--- config.mk ---
export PLATFORM = sky130hd
export DESIGN_NAME = pwm_spi_regs
export DESIGN_NICKNAME = d
export VERILOG_FILES = /design/src/rtl/pwm_spi_pkg.sv /design/src/rtl/pwm_spi_shifter.sv /design/src/rtl/pwm_spi_regfile.sv /design/src/rtl/pwm_spi_regs.sv
export SDC_FILE = /design/constraint.sdc
export NUM_CORES = 1
export LEC_CHECK = 0
export BUFFER_PORTS_ARGS = -buffer_cell sky130_fd_sc_hd__buf_2
export CAP_MARGIN = 30
export CELL_PAD_IN_SITES_DETAIL_PLACEMENT = 0
export CELL_PAD_IN_SITES_GLOBAL_PLACEMENT = 2
export CORE_MARGIN = 2
export CORE_UTILIZATION = 41
export CTS_BUF_LIST = sky130_fd_sc_hd__clkbuf_8
export DETAILED_ROUTE_END_ITERATION = 7
export PLACE_DENSITY_LB_ADDON = 0.25
export SLEW_MARGIN = 20
export SYNTH_ARGS = -nofsm -noshare
export SYNTH_HDL_FRONTEND = slang
export SYNTH_SLANG_ARGS = --single-unit
--- constraint.sdc ---
create_clock -name clk -period 3.8 [get_ports clk]
set_input_delay 0.38 -clock clk [delete_from_list [all_inputs] [get_ports clk]]
set_output_delay 0.38 -clock clk [all_outputs]
set_load 0.01 [all_outputs]
--- src/rtl/pwm_spi_pkg.sv ---
// Package: shared constants for the PWM configuration SPI port.
// Assumes a 16-bit frame of address byte over data byte.
package pwm_spi_pkg;
    localparam int FRAME_W  = 16;
    localparam int DATA_W   = 8;
    localparam int IDX_W    = 7;
    localparam int RESP_W   = 14;
    localparam int N_CH     = 4;
    localparam int CNT_W    = $clog2(FRAME_W + 2);
    localparam int WR_BIT   = FRAME_W - 1;
    localparam int RD_BIT   = DATA_W - 1;

    localparam logic [IDX_W-1:0] IDX_GLOBAL    = 7'h00;
    localparam logic [IDX_W-1:0] IDX_POLARITY  = 7'h05;
    localparam logic [IDX_W-1:0] IDX_ENABLE    = 7'h07;
    localparam logic [IDX_W-1:0] IDX_FREQ_BASE = 7'h08;
    localparam logic [IDX_W-1:0] IDX_DUTY_BASE = 7'h0C;
    localparam logic [IDX_W-1:0] IDX_WATCHDOG  = 7'h14;

    localparam logic [1:0] MODE_NORMAL = 2'd1;
endpackage

--- src/rtl/pwm_spi_shifter.sv ---
// Module: pwm_spi_shifter
// Synchronises the SPI pins, shifts a mode-0 frame in and the pending
// response out, and flags a frame that saw exactly FRAME_W rising edges.
// Assumes SCLK runs at least four times slower than clk.
module pwm_spi_shifter
    import pwm_spi_pkg::*;
(
    input  logic               clk,
    input  logic               rst_n,
    input  logic               sck_i,
    input  logic               cs_n_i,
    input  logic               mosi_i,
    input  logic [FRAME_W-1:0] resp_i,
    output logic               miso_o,
    output logic               frame_ok_o,
    output logic [FRAME_W-1:0] frame_o
);
    logic [2:0] sck_s, cs_s;
    logic [1:0] mosi_s;
    logic [CNT_W-1:0] cnt_q;
    logic [FRAME_W-1:0] rx_q, tx_q;
    logic sck_rise, sck_fall, cs_fall, cs_rise, cs_act;

    // Purpose: bring asynchronous SPI pins into the clk domain.
    always_ff @(posedge clk) begin
        if (!rst_n) begin
            sck_s  <= '0;
            cs_s   <= '1;
            mosi_s <= '0;
        end else begin
            sck_s  <= {sck_s[1:0], sck_i};
            cs_s   <= {cs_s[1:0], cs_n_i};
            mosi_s <= {mosi_s[0], mosi_i};
        end
    end

    assign sck_rise = sck_s[1] & ~sck_s[2];
    assign sck_fall = ~sck_s[1] & sck_s[2];
    assign cs_fall  = ~cs_s[1] & cs_s[2];
    assign cs_rise  = cs_s[1] & ~cs_s[2];
    assign cs_act   = ~cs_s[1];

    // Purpose: count edges, shift receive and transmit registers.
    always_ff @(posedge clk) begin
        if (!rst_n) begin
            cnt_q <= '0;
            rx_q  <= '0;
            tx_q  <= '0;
        end else if (cs_fall) begin
            cnt_q <= '0;
            tx_q  <= resp_i;
        end else if (cs_act) begin
            if (sck_rise) begin
                rx_q  <= {rx_q[FRAME_W-2:0], mosi_s[1]};
                cnt_q <= (cnt_q == CNT_W'(FRAME_W + 1)) ? cnt_q : cnt_q + 1'b1;
            end
            if (sck_fall) begin
                tx_q <= {tx_q[FRAME_W-2:0], 1'b0};
            end
        end
    end

    // Purpose: flag a complete frame when chip select returns high.
    always_ff @(posedge clk) begin
        if (!rst_n) frame_ok_o <= 1'b0;
        else        frame_ok_o <= cs_rise && (cnt_q == CNT_W'(FRAME_W));
    end

    assign frame_o = rx_q;
    assign miso_o  = cs_act & tx_q[FRAME_W-1];

    AST_FRAME_AT_DESELECT: assert property (@(posedge clk) disable iff (!rst_n)
        frame_ok_o |-> cs_s[2]);
    AST_MISO_HOLD_SCK_HIGH: assert property (@(posedge clk) disable iff (!rst_n)
        (cs_act && sck_s[1] && sck_s[2] && $past(cs_act)) |-> $stable(miso_o));
endmodule

--- src/rtl/pwm_spi_regfile.sv ---
// Module: pwm_spi_regfile
// Decodes a completed frame into a register write or a read request, holds
// the register map and builds the response for the next frame.
// Assumes frame_ok_i pulses for one cycle with frame_i stable.
module pwm_spi_regfile
    import pwm_spi_pkg::*;
(
    input  logic                     clk,
    input  logic                     rst_n,
    input  logic                     frame_ok_i,
    input  logic [FRAME_W-1:0]       frame_i,
    output logic [FRAME_W-1:0]       resp_o,
    output logic [DATA_W-1:0]        glob_o,
    output logic [DATA_W-1:0]        pol_o,
    output logic [DATA_W-1:0]        en_o,
    output logic [DATA_W-1:0]        wdog_o,
    output logic [N_CH-1:0][DATA_W-1:0] freq_o,
    output logic [N_CH-1:0][DATA_W-1:0] duty_o
);
    logic [IDX_W-1:0]  idx;
    logic [DATA_W-1:0] wdata, rdata;
    logic wr, rd;
    logic [FRAME_W-1:0] resp_q;

    assign idx   = frame_i[FRAME_W-2:DATA_W];
    assign wdata = frame_i[DATA_W-1:0];
    assign wr    = frame_ok_i & frame_i[WR_BIT];
    assign rd    = ~frame_i[WR_BIT] & frame_i[RD_BIT];

    // Purpose: global, polarity, enable and watchdog registers.
    always_ff @(posedge clk) begin
        if (!rst_n) begin
            glob_o <= '0;
            pol_o  <= '0;
            en_o   <= '0;
            wdog_o <= '0;
        end else if (wr) begin
            if (idx == IDX_GLOBAL)   glob_o <= wdata;
            if (idx == IDX_POLARITY) pol_o  <= wdata;
            if (idx == IDX_ENABLE)   en_o   <= wdata;
            if (idx == IDX_WATCHDOG) wdog_o <= wdata;
        end
    end

    for (genvar c = 0; c < N_CH; c++) begin : g_ch
        // Purpose: per-channel frequency and duty codes.
        always_ff @(posedge clk) begin
            if (!rst_n) begin
                freq_o[c] <= '0;
                duty_o[c] <= '0;
            end else if (wr) begin
                if (idx == IDX_FREQ_BASE + IDX_W'(c)) freq_o[c] <= wdata;
                if (idx == IDX_DUTY_BASE + IDX_W'(c)) duty_o[c] <= wdata;
            end
        end
    end

    // Purpose: read multiplexer, zero for unmapped indices.
    always_comb begin
        rdata = '0;
        if (idx == IDX_GLOBAL)   rdata = glob_o;
        if (idx == IDX_POLARITY) rdata = pol_o;
        if (idx == IDX_ENABLE)   rdata = en_o;
        if (idx == IDX_WATCHDOG) rdata = wdog_o;
        for (int c = 0; c < N_CH; c++) begin
            if (idx == IDX_FREQ_BASE + IDX_W'(c)) rdata = freq_o[c];
            if (idx == IDX_DUTY_BASE + IDX_W'(c)) rdata = duty_o[c];
        end
    end

    // Purpose: response word for the next frame.
    always_ff @(posedge clk) begin
        if (!rst_n)          resp_q <= '0;
        else if (frame_ok_i) resp_q <= rd ? FRAME_W'(rdata) : '0;
    end

    assign resp_o = resp_q;

    logic [(4 + 2*N_CH)*DATA_W-1:0] all_regs;
    assign all_regs = {glob_o, pol_o, en_o, wdog_o, freq_o, duty_o};

    AST_REG_ONLY_ON_WRITE: assert property (@(posedge clk) disable iff (!rst_n)
        !$stable(all_regs) |-> $past(frame_ok_i && frame_i[WR_BIT]));
    AST_RESP_TOP_ZERO: assert property (@(posedge clk) disable iff (!rst_n)
        resp_o[FRAME_W-1:RESP_W] == '0);
    AST_NONREAD_ZERO: assert property (@(posedge clk) disable iff (!rst_n)
        (frame_ok_i && !rd) |=> resp_o == '0);
    AST_UNMAPPED_READ_ZERO: assert property (@(posedge clk) disable iff (!rst_n)
        (frame_ok_i && rd && idx == 7'h7F) |=> resp_o == '0);
endmodule

--- src/rtl/pwm_spi_regs.sv ---
// Module: pwm_spi_regs (top)
// SPI mode-0 slave giving register access to a four-channel PWM stage.
// Assumes SCLK at most a quarter of clk; one 16-bit frame per select window.
module pwm_spi_regs
    import pwm_spi_pkg::*;
(
    input  logic                   clk,
    input  logic                   rst_n,
    input  logic                   spi_sck,
    input  logic                   spi_cs_n,
    input  logic                   spi_mosi,
    output logic                   spi_miso,
    output logic [1:0]             mode_o,
    output logic                   normal_o,
    output logic [N_CH-1:0]        pol_inv_o,
    output logic [N_CH-1:0]        ch_en_o,
    output logic [N_CH*DATA_W-1:0] freq_o,
    output logic [N_CH*DATA_W-1:0] duty_o,
    output logic [DATA_W-1:0]      wdog_o
);
    logic frame_ok;
    logic [FRAME_W-1:0] frame, resp;
    logic [DATA_W-1:0] glob_q, pol_q, en_q;
    logic [N_CH-1:0][DATA_W-1:0] freq_q, duty_q;

    pwm_spi_shifter i_shifter (
        .clk(clk), .rst_n(rst_n), .sck_i(spi_sck), .cs_n_i(spi_cs_n),
        .mosi_i(spi_mosi), .resp_i(resp), .miso_o(spi_miso),
        .frame_ok_o(frame_ok), .frame_o(frame)
    );

    pwm_spi_regfile i_regfile (
        .clk(clk), .rst_n(rst_n), .frame_ok_i(frame_ok), .frame_i(frame),
        .resp_o(resp), .glob_o(glob_q), .pol_o(pol_q), .en_o(en_q),
        .wdog_o(wdog_o), .freq_o(freq_q), .duty_o(duty_q)
    );

    assign mode_o    = glob_q[DATA_W-1:DATA_W-2];
    assign normal_o  = (mode_o == MODE_NORMAL);
    assign pol_inv_o = pol_q[N_CH-1:0];
    assign ch_en_o   = en_q[2*N_CH-1:N_CH];
    assign freq_o    = freq_q;
    assign duty_o    = duty_q;

    AST_DESELECT_MISO_LOW: assert property (@(posedge clk) disable iff (!rst_n)
        $past(spi_cs_n) && $past(spi_cs_n, 2) && $past(spi_cs_n, 3) |-> !spi_miso);
endmodule

Word-level counts from Yosys, hierarchy flattened
Index checks and enable logic that the tools add are counted.

storage, ports and cells
  register bits = 158
  latch bits = 0
  memory bits (writable) = 0
  bits in read-only memories = 0
  input bits = 5
  output and inout port bits = 84
  word-level logic and storage cells = 86
  memories kept = 0

cells by class
  $add $sub $neg = 1
  multiply operators = 0
  div/mod/pow operators = 0
  order comparisons = 0
  equal/unequal tests = 15
  shift operators = 0
  mux-type cells = 16
  bitwise operators = 15
  reductions and logical operators = 19

operator list
  operator                                                         count
  8-bit 2-to-1 mux                                                 13
  7-bit by 4-bit == test with 1-bit output, second input constant  8
  16-bit 2-to-1 mux                                                3
  2-bit AND reduction                                              13
  7-bit by 3-bit == test with 1-bit output, second input constant  2
  5-bit == test, second input constant                             2
  1-bit NOT                                                        8
  1-bit AND                                                        7
  7-bit by 5-bit == test with 1-bit output, second input constant  1
  7-bit logical NOT                                                1
  3-bit AND reduction                                              2
  5-bit by 1-bit adder with 5-bit output, second input constant    1
  2-bit by 1-bit == test with 1-bit output, second input constant  1
  2-bit inequality test, second input constant                     1
  2-bit nonzero test                                               1
  2-bit OR reduction                                               1
  1-bit logical AND                                                1

Logic depth before layout (Yosys ltp)
  word-level depth = 14
  mapped depth = 8
  depth with buffers taken out = 6

By module
A second synthesis with hierarchy kept.

unflattened totals
  cells, all modules = 773
  area, all modules = 7,086.8 um^2

modules (own cells, without submodules)
  module           times used  cells an instance  area each (um^2)  seq. area each (um^2)
  pwm_spi_regfile  1           549                5,192.5           2,082.0
  pwm_spi_shifter  1           223                1,880.6           920.9
  pwm_spi_regs     1           1                  13.8              0.0

Worst setup path before layout
No wires, ideal clock.

  path kind = reg2reg
  from = reg i_shifter.rx_q[13] (netlist: i_shifter.frame_o[13])
  to = reg i_regfile.freq_o[16] in the netlist's numbering
  library setup time = 0.116 ns
  arrival = 1.842 ns
  data required time = 3.684 ns
  setup slack = 1.842 ns
  cell stages (with the launch flop) = 8
  buffers on the path = 2
  clock period less this slack = 1.958 ns
  cells stage by stage = dfxtp_1 buf_6 or4b_4 or3_1 buf_6 nor2_8 mux2i_1 nor2b_1

between the ends
  cells in the longest elaborated chain, start to end = 2

RTL lines
  item                                      RTL line               text
  from (decl)                               pwm_spi_shifter.sv:21  logic [FRAME_W-1:0] rx_q, tx_q;
  from (signal assigned)                    pwm_spi_shifter.sv:54  rx_q <= {rx_q[FRAME_W-2:0], mosi_s[1]};
  7-bit by 4-bit == test with 1-bit output  pwm_spi_regfile.sv:52  if (idx == IDX_FREQ_BASE + IDX_W'(c)) freq_o[c] <= wdata;
  2-bit AND reduction (no line)             --
  to (signal, indexed assignment)           pwm_spi_regfile.sv:52
  to (decl)                                 pwm_spi_regfile.sv:17  output logic [N_CH-1:0][DATA_W-1:0] freq_o,

No other way between the ends.
A chain may end at the register's enable or synchronous reset.

Worst setup path after layout
  from = reg i_shifter.rx_q[10] (netlist: i_shifter.frame_o[10])
  to = reg i_regfile.pol_o[1]

between the ends
  cells in the longest elaborated chain, start to end = 2

RTL lines
  item                                      RTL line               text
  7-bit by 3-bit == test with 1-bit output  pwm_spi_regfile.sv:39  if (idx == IDX_POLARITY) pol_o <= wdata;
  2-bit AND reduction (no line)             --
  to (signal assigned)                      pwm_spi_regfile.sv:39
  to (decl)                                 pwm_spi_regfile.sv:14  output logic [DATA_W-1:0] pol_o,

No other way between the ends.

==> impl_metrics.env <==
export IMPL_synth_top_area_cell="dfxtp_1"
export IMPL_p_leak_nw=3.18
export IMPL_fmax_mhz=377
export IMPL_num_vias=5708
export IMPL_powerDensity_nw_per_um2=374
export IMPL_drt_first_iter_violations=392
export IMPL_worst_slew_pin_transition_ns=0.918
export IMPL_place_ws_ns=1.19
export IMPL_fp_dieArea_sq_um=18700
export IMPL_ys_warnings_count=0
export IMPL_post_cts_setup_buffer_count=0
export IMPL_diodes=0
export IMPL_syn_area_per_cell_sq_um=9.37
export IMPL_synth_compound_area_share_pct=13.6
export IMPL_fin_hold_ws_ns=0.112
export IMPL_synthAdderAreaFrac_pct=0.518
export IMPL_cap_violations=0
export IMPL_antenna_found_initial=0
export IMPL_worstSetupStartpointType="register"
export IMPL_critical_path_class="reg2reg"
export IMPL_crit_fanout=32
export IMPL_cts_hold_buf=0
export IMPL_finalCritPeriodShare_pct=69.8
export IMPL_cts_made_buffers=17
export IMPL_routabilityCongestion=0.838
export IMPL_routedWlPerCell_um=19.5
export IMPL_synth_xor_area_share_pct=0.484
export IMPL_synth_edff_count=0
export IMPL_utilization_pct=47.6
export IMPL_synth_net_count=781
export IMPL_dpl_hpwl_um=13900
export IMPL_wl_um=20700
export IMPL_muxShareOfSynthArea_pct=15.7
export IMPL_synth_most_common_cell="dfxtp_1"
export IMPL_rows=48
export IMPL_start_util_pct=41.9
export IMPL_worst_r2r_path_depth=5
export IMPL_status="finished, final reports clean"
export IMPL_synthSimpleGateAreaFrac_pct=23.2
export IMPL_cts_root_buf="clkbuf_8"
export IMPL_io_pins=89
export IMPL_grt_pass1_vias=5490
export IMPL_final_max_slew_viol_count=0
export IMPL_via_per_inst=5.38
export IMPL_final_setup_viol_count=0
export IMPL_async_reset_ff_share_pct=0
export IMPL_period_minus_slack_ns=2.65
export IMPL_netlist_area_sq_um=7240
export IMPL_drive_above_1_share_pct=18.7
export IMPL_port_buffers=88
export IMPL_synth_seq_cells=150
export IMPL_die_x_um=137
export IMPL_arrival_ns=3.00
export IMPL_cts_sinks=150
export IMPL_synth_area_top_cells="dfxtp_1 41%, mux2i_1 15%, nor2b_1 10%"
export IMPL_min_path_type="in2reg"
export IMPL_tns_ns=0
export IMPL_rsz0062_at_grt="no"
export IMPL_vdd_ir_drop_worst_mv=0.238
export IMPL_grt_ovfl_total=0
export IMPL_syn_to_final_growth_pct=13.6
export IMPL_ys_types=57
export IMPL_drtPass1Iterations=5
export IMPL_grt_max_degree=114
export IMPL_min_path_cells=2
export IMPL_critical_path_required_ns=4.15
export IMPL_cts_tree="yes"
export IMPL_synthCells=773
export IMPL_post_cts_resized=0
export IMPL_cts_buffer_depth=2
export IMPL_coreArea_sq_um=17300
export IMPL_grtUsageTotal_pct=22.9
export IMPL_htreeDepth=4
export IMPL_grt_pass1_wl_um=32100
export IMPL_clk_latency_ns=0.46
export IMPL_fin_ws_ns=1.15
export IMPL_end_kind="register"
export IMPL_finClkSkew_ns=0.0103
export IMPL_synth_top_cell_area_share_pct=41.5
export IMPL_layout_nets=831
export IMPL_synth_top_family_by_area="simple AND/OR/NAND/NOR gates"
export IMPL_hold_viol=0
export IMPL_drc=0
export IMPL_synth_common_cells="150 x dfxtp_1, 120 x nor2b_1, 110 x mux2i_1, 54 x nand2_1, 49 x clkbuf_1"
export IMPL_ant_nets=0
export IMPL_relSlewSlack_pct=37.9
export IMPL_die_y_um=137
export IMPL_ys_seq_area_share_pct=41.5
export IMPL_synthFlopType="dfxtp_1"
export IMPL_clk_pin_slew_ns=0.08
## logic make-up after synthesis
kind of cell,after synthesis
multiplexers,113
adder cells (fa/ha/maj),3
AND/OR/NAND/NOR,279
XOR/XNOR,4
flip-flops,150
buffers and inverters,81
AO/OA/AOI/OAI,143
## final cells by class
cell class                      count  area (sq um)
Clock inverter                     14           209
Clock buffer                       18           248
Fill cell                        1679          9070
Inverter                           12          45.0
Timing Repair Buffer              100           561
Multi-Input combinational cell    542          3880
Tap cell                          225           282
Sequential cell                   150          3000
## path summary, 6_finish.rpt
| path | from | end | slack, ns |
|---|---|---|---|
| setup / recovery | i_shifter.frame_o[10]$_SDFFE_PN0P_ | i_regfile.pol_o[1]$_SDFFE_PN0P_ | 1.15 |
| hold / removal | spi_cs_n | i_shifter.cs_s[0]$_SDFF_PN1_ | 0.11 |
| setup reg to reg | i_shifter.frame_o[10]$_SDFFE_PN0P_ | i_regfile.pol_o[1]$_SDFFE_PN0P_ | 1.15 |
| hold reg to reg | i_shifter.cs_s[0]$_SDFF_PN1_ | i_shifter.cs_s[1]$_SDFF_PN1_ | 0.41 |
## layer usage
metal / track usage, % / up-vias / share of wire [%]
met5: 0 / - / 0
met4: 6.93 / 0 / 1.6
met3: 4.85 / 22 / 4.4
met2: 35.1 / 143 / 46
met1: 32.3 / 2776 / 48
li1: - / 2767 / -
## sequential cells by signal, summed over array words and instances (netlist names)
signal                cells
i_regfile.duty_o         32
i_regfile.freq_o         32
i_shifter.frame_o        16
i_shifter.tx_q           16
i_regfile.en_o            8
i_regfile.glob_o          8
i_regfile.pol_o           8
i_regfile.resp_o          8
i_regfile.wdog_o          8
i_shifter.cnt_q           5
i_shifter.cs_s            3
i_shifter.sck_s           3
i_shifter.mosi_s          2
i_shifter.frame_ok_o      1
## layout by cell type, fill, tap and decap left out, types with 6 or more instances in the layout
cell type    n
a21boi_0    13
a22oi_1     12
inv_1       14
dfxtp_1    149
buf_4       11
and2_1       8
o21ai_0     34
a311oi_1     6
mux2i_1    110
o2bb2ai_1    6
a21oi_1     19
o211a_1      7
nor2_1      28
nand2_1     54
buf_2       87
clkbuf_8    18
a31oi_1      7
o21a_1       6
a21o_1      10
nand2b_1    13
or2_2        8
nor2b_1    120
## where the power goes
part	switching (mW)	total (mW)	internal [mW]
sequential	0.00472	1.58	1.58
clock	0.636	1.43	0.795
combinational	0.0308	0.0618	0.0310
total	0.672	3.07	2.40
## worst max-delay path: stages (launching register included)
cell,delay (ns)
dfxtp_2,0.73
nand3_1,0.34
or4_1,0.57
or3_1,0.60
mux2i_1,0.25
nor2b_1,0.07
## stage by stage
stage	cells	power, mW	area (sq um)
2_1_floorplan	773	1.67	7240
3_3_place_gp	1026	1.68	7720
3_5_place_dp	1026	1.68	7720
4_1_cts	1058	3.10	8180
5_1_grt	1061	3.16	8230
6_report	1061	3.07	8230
Power figures use the tool's default switching activity.
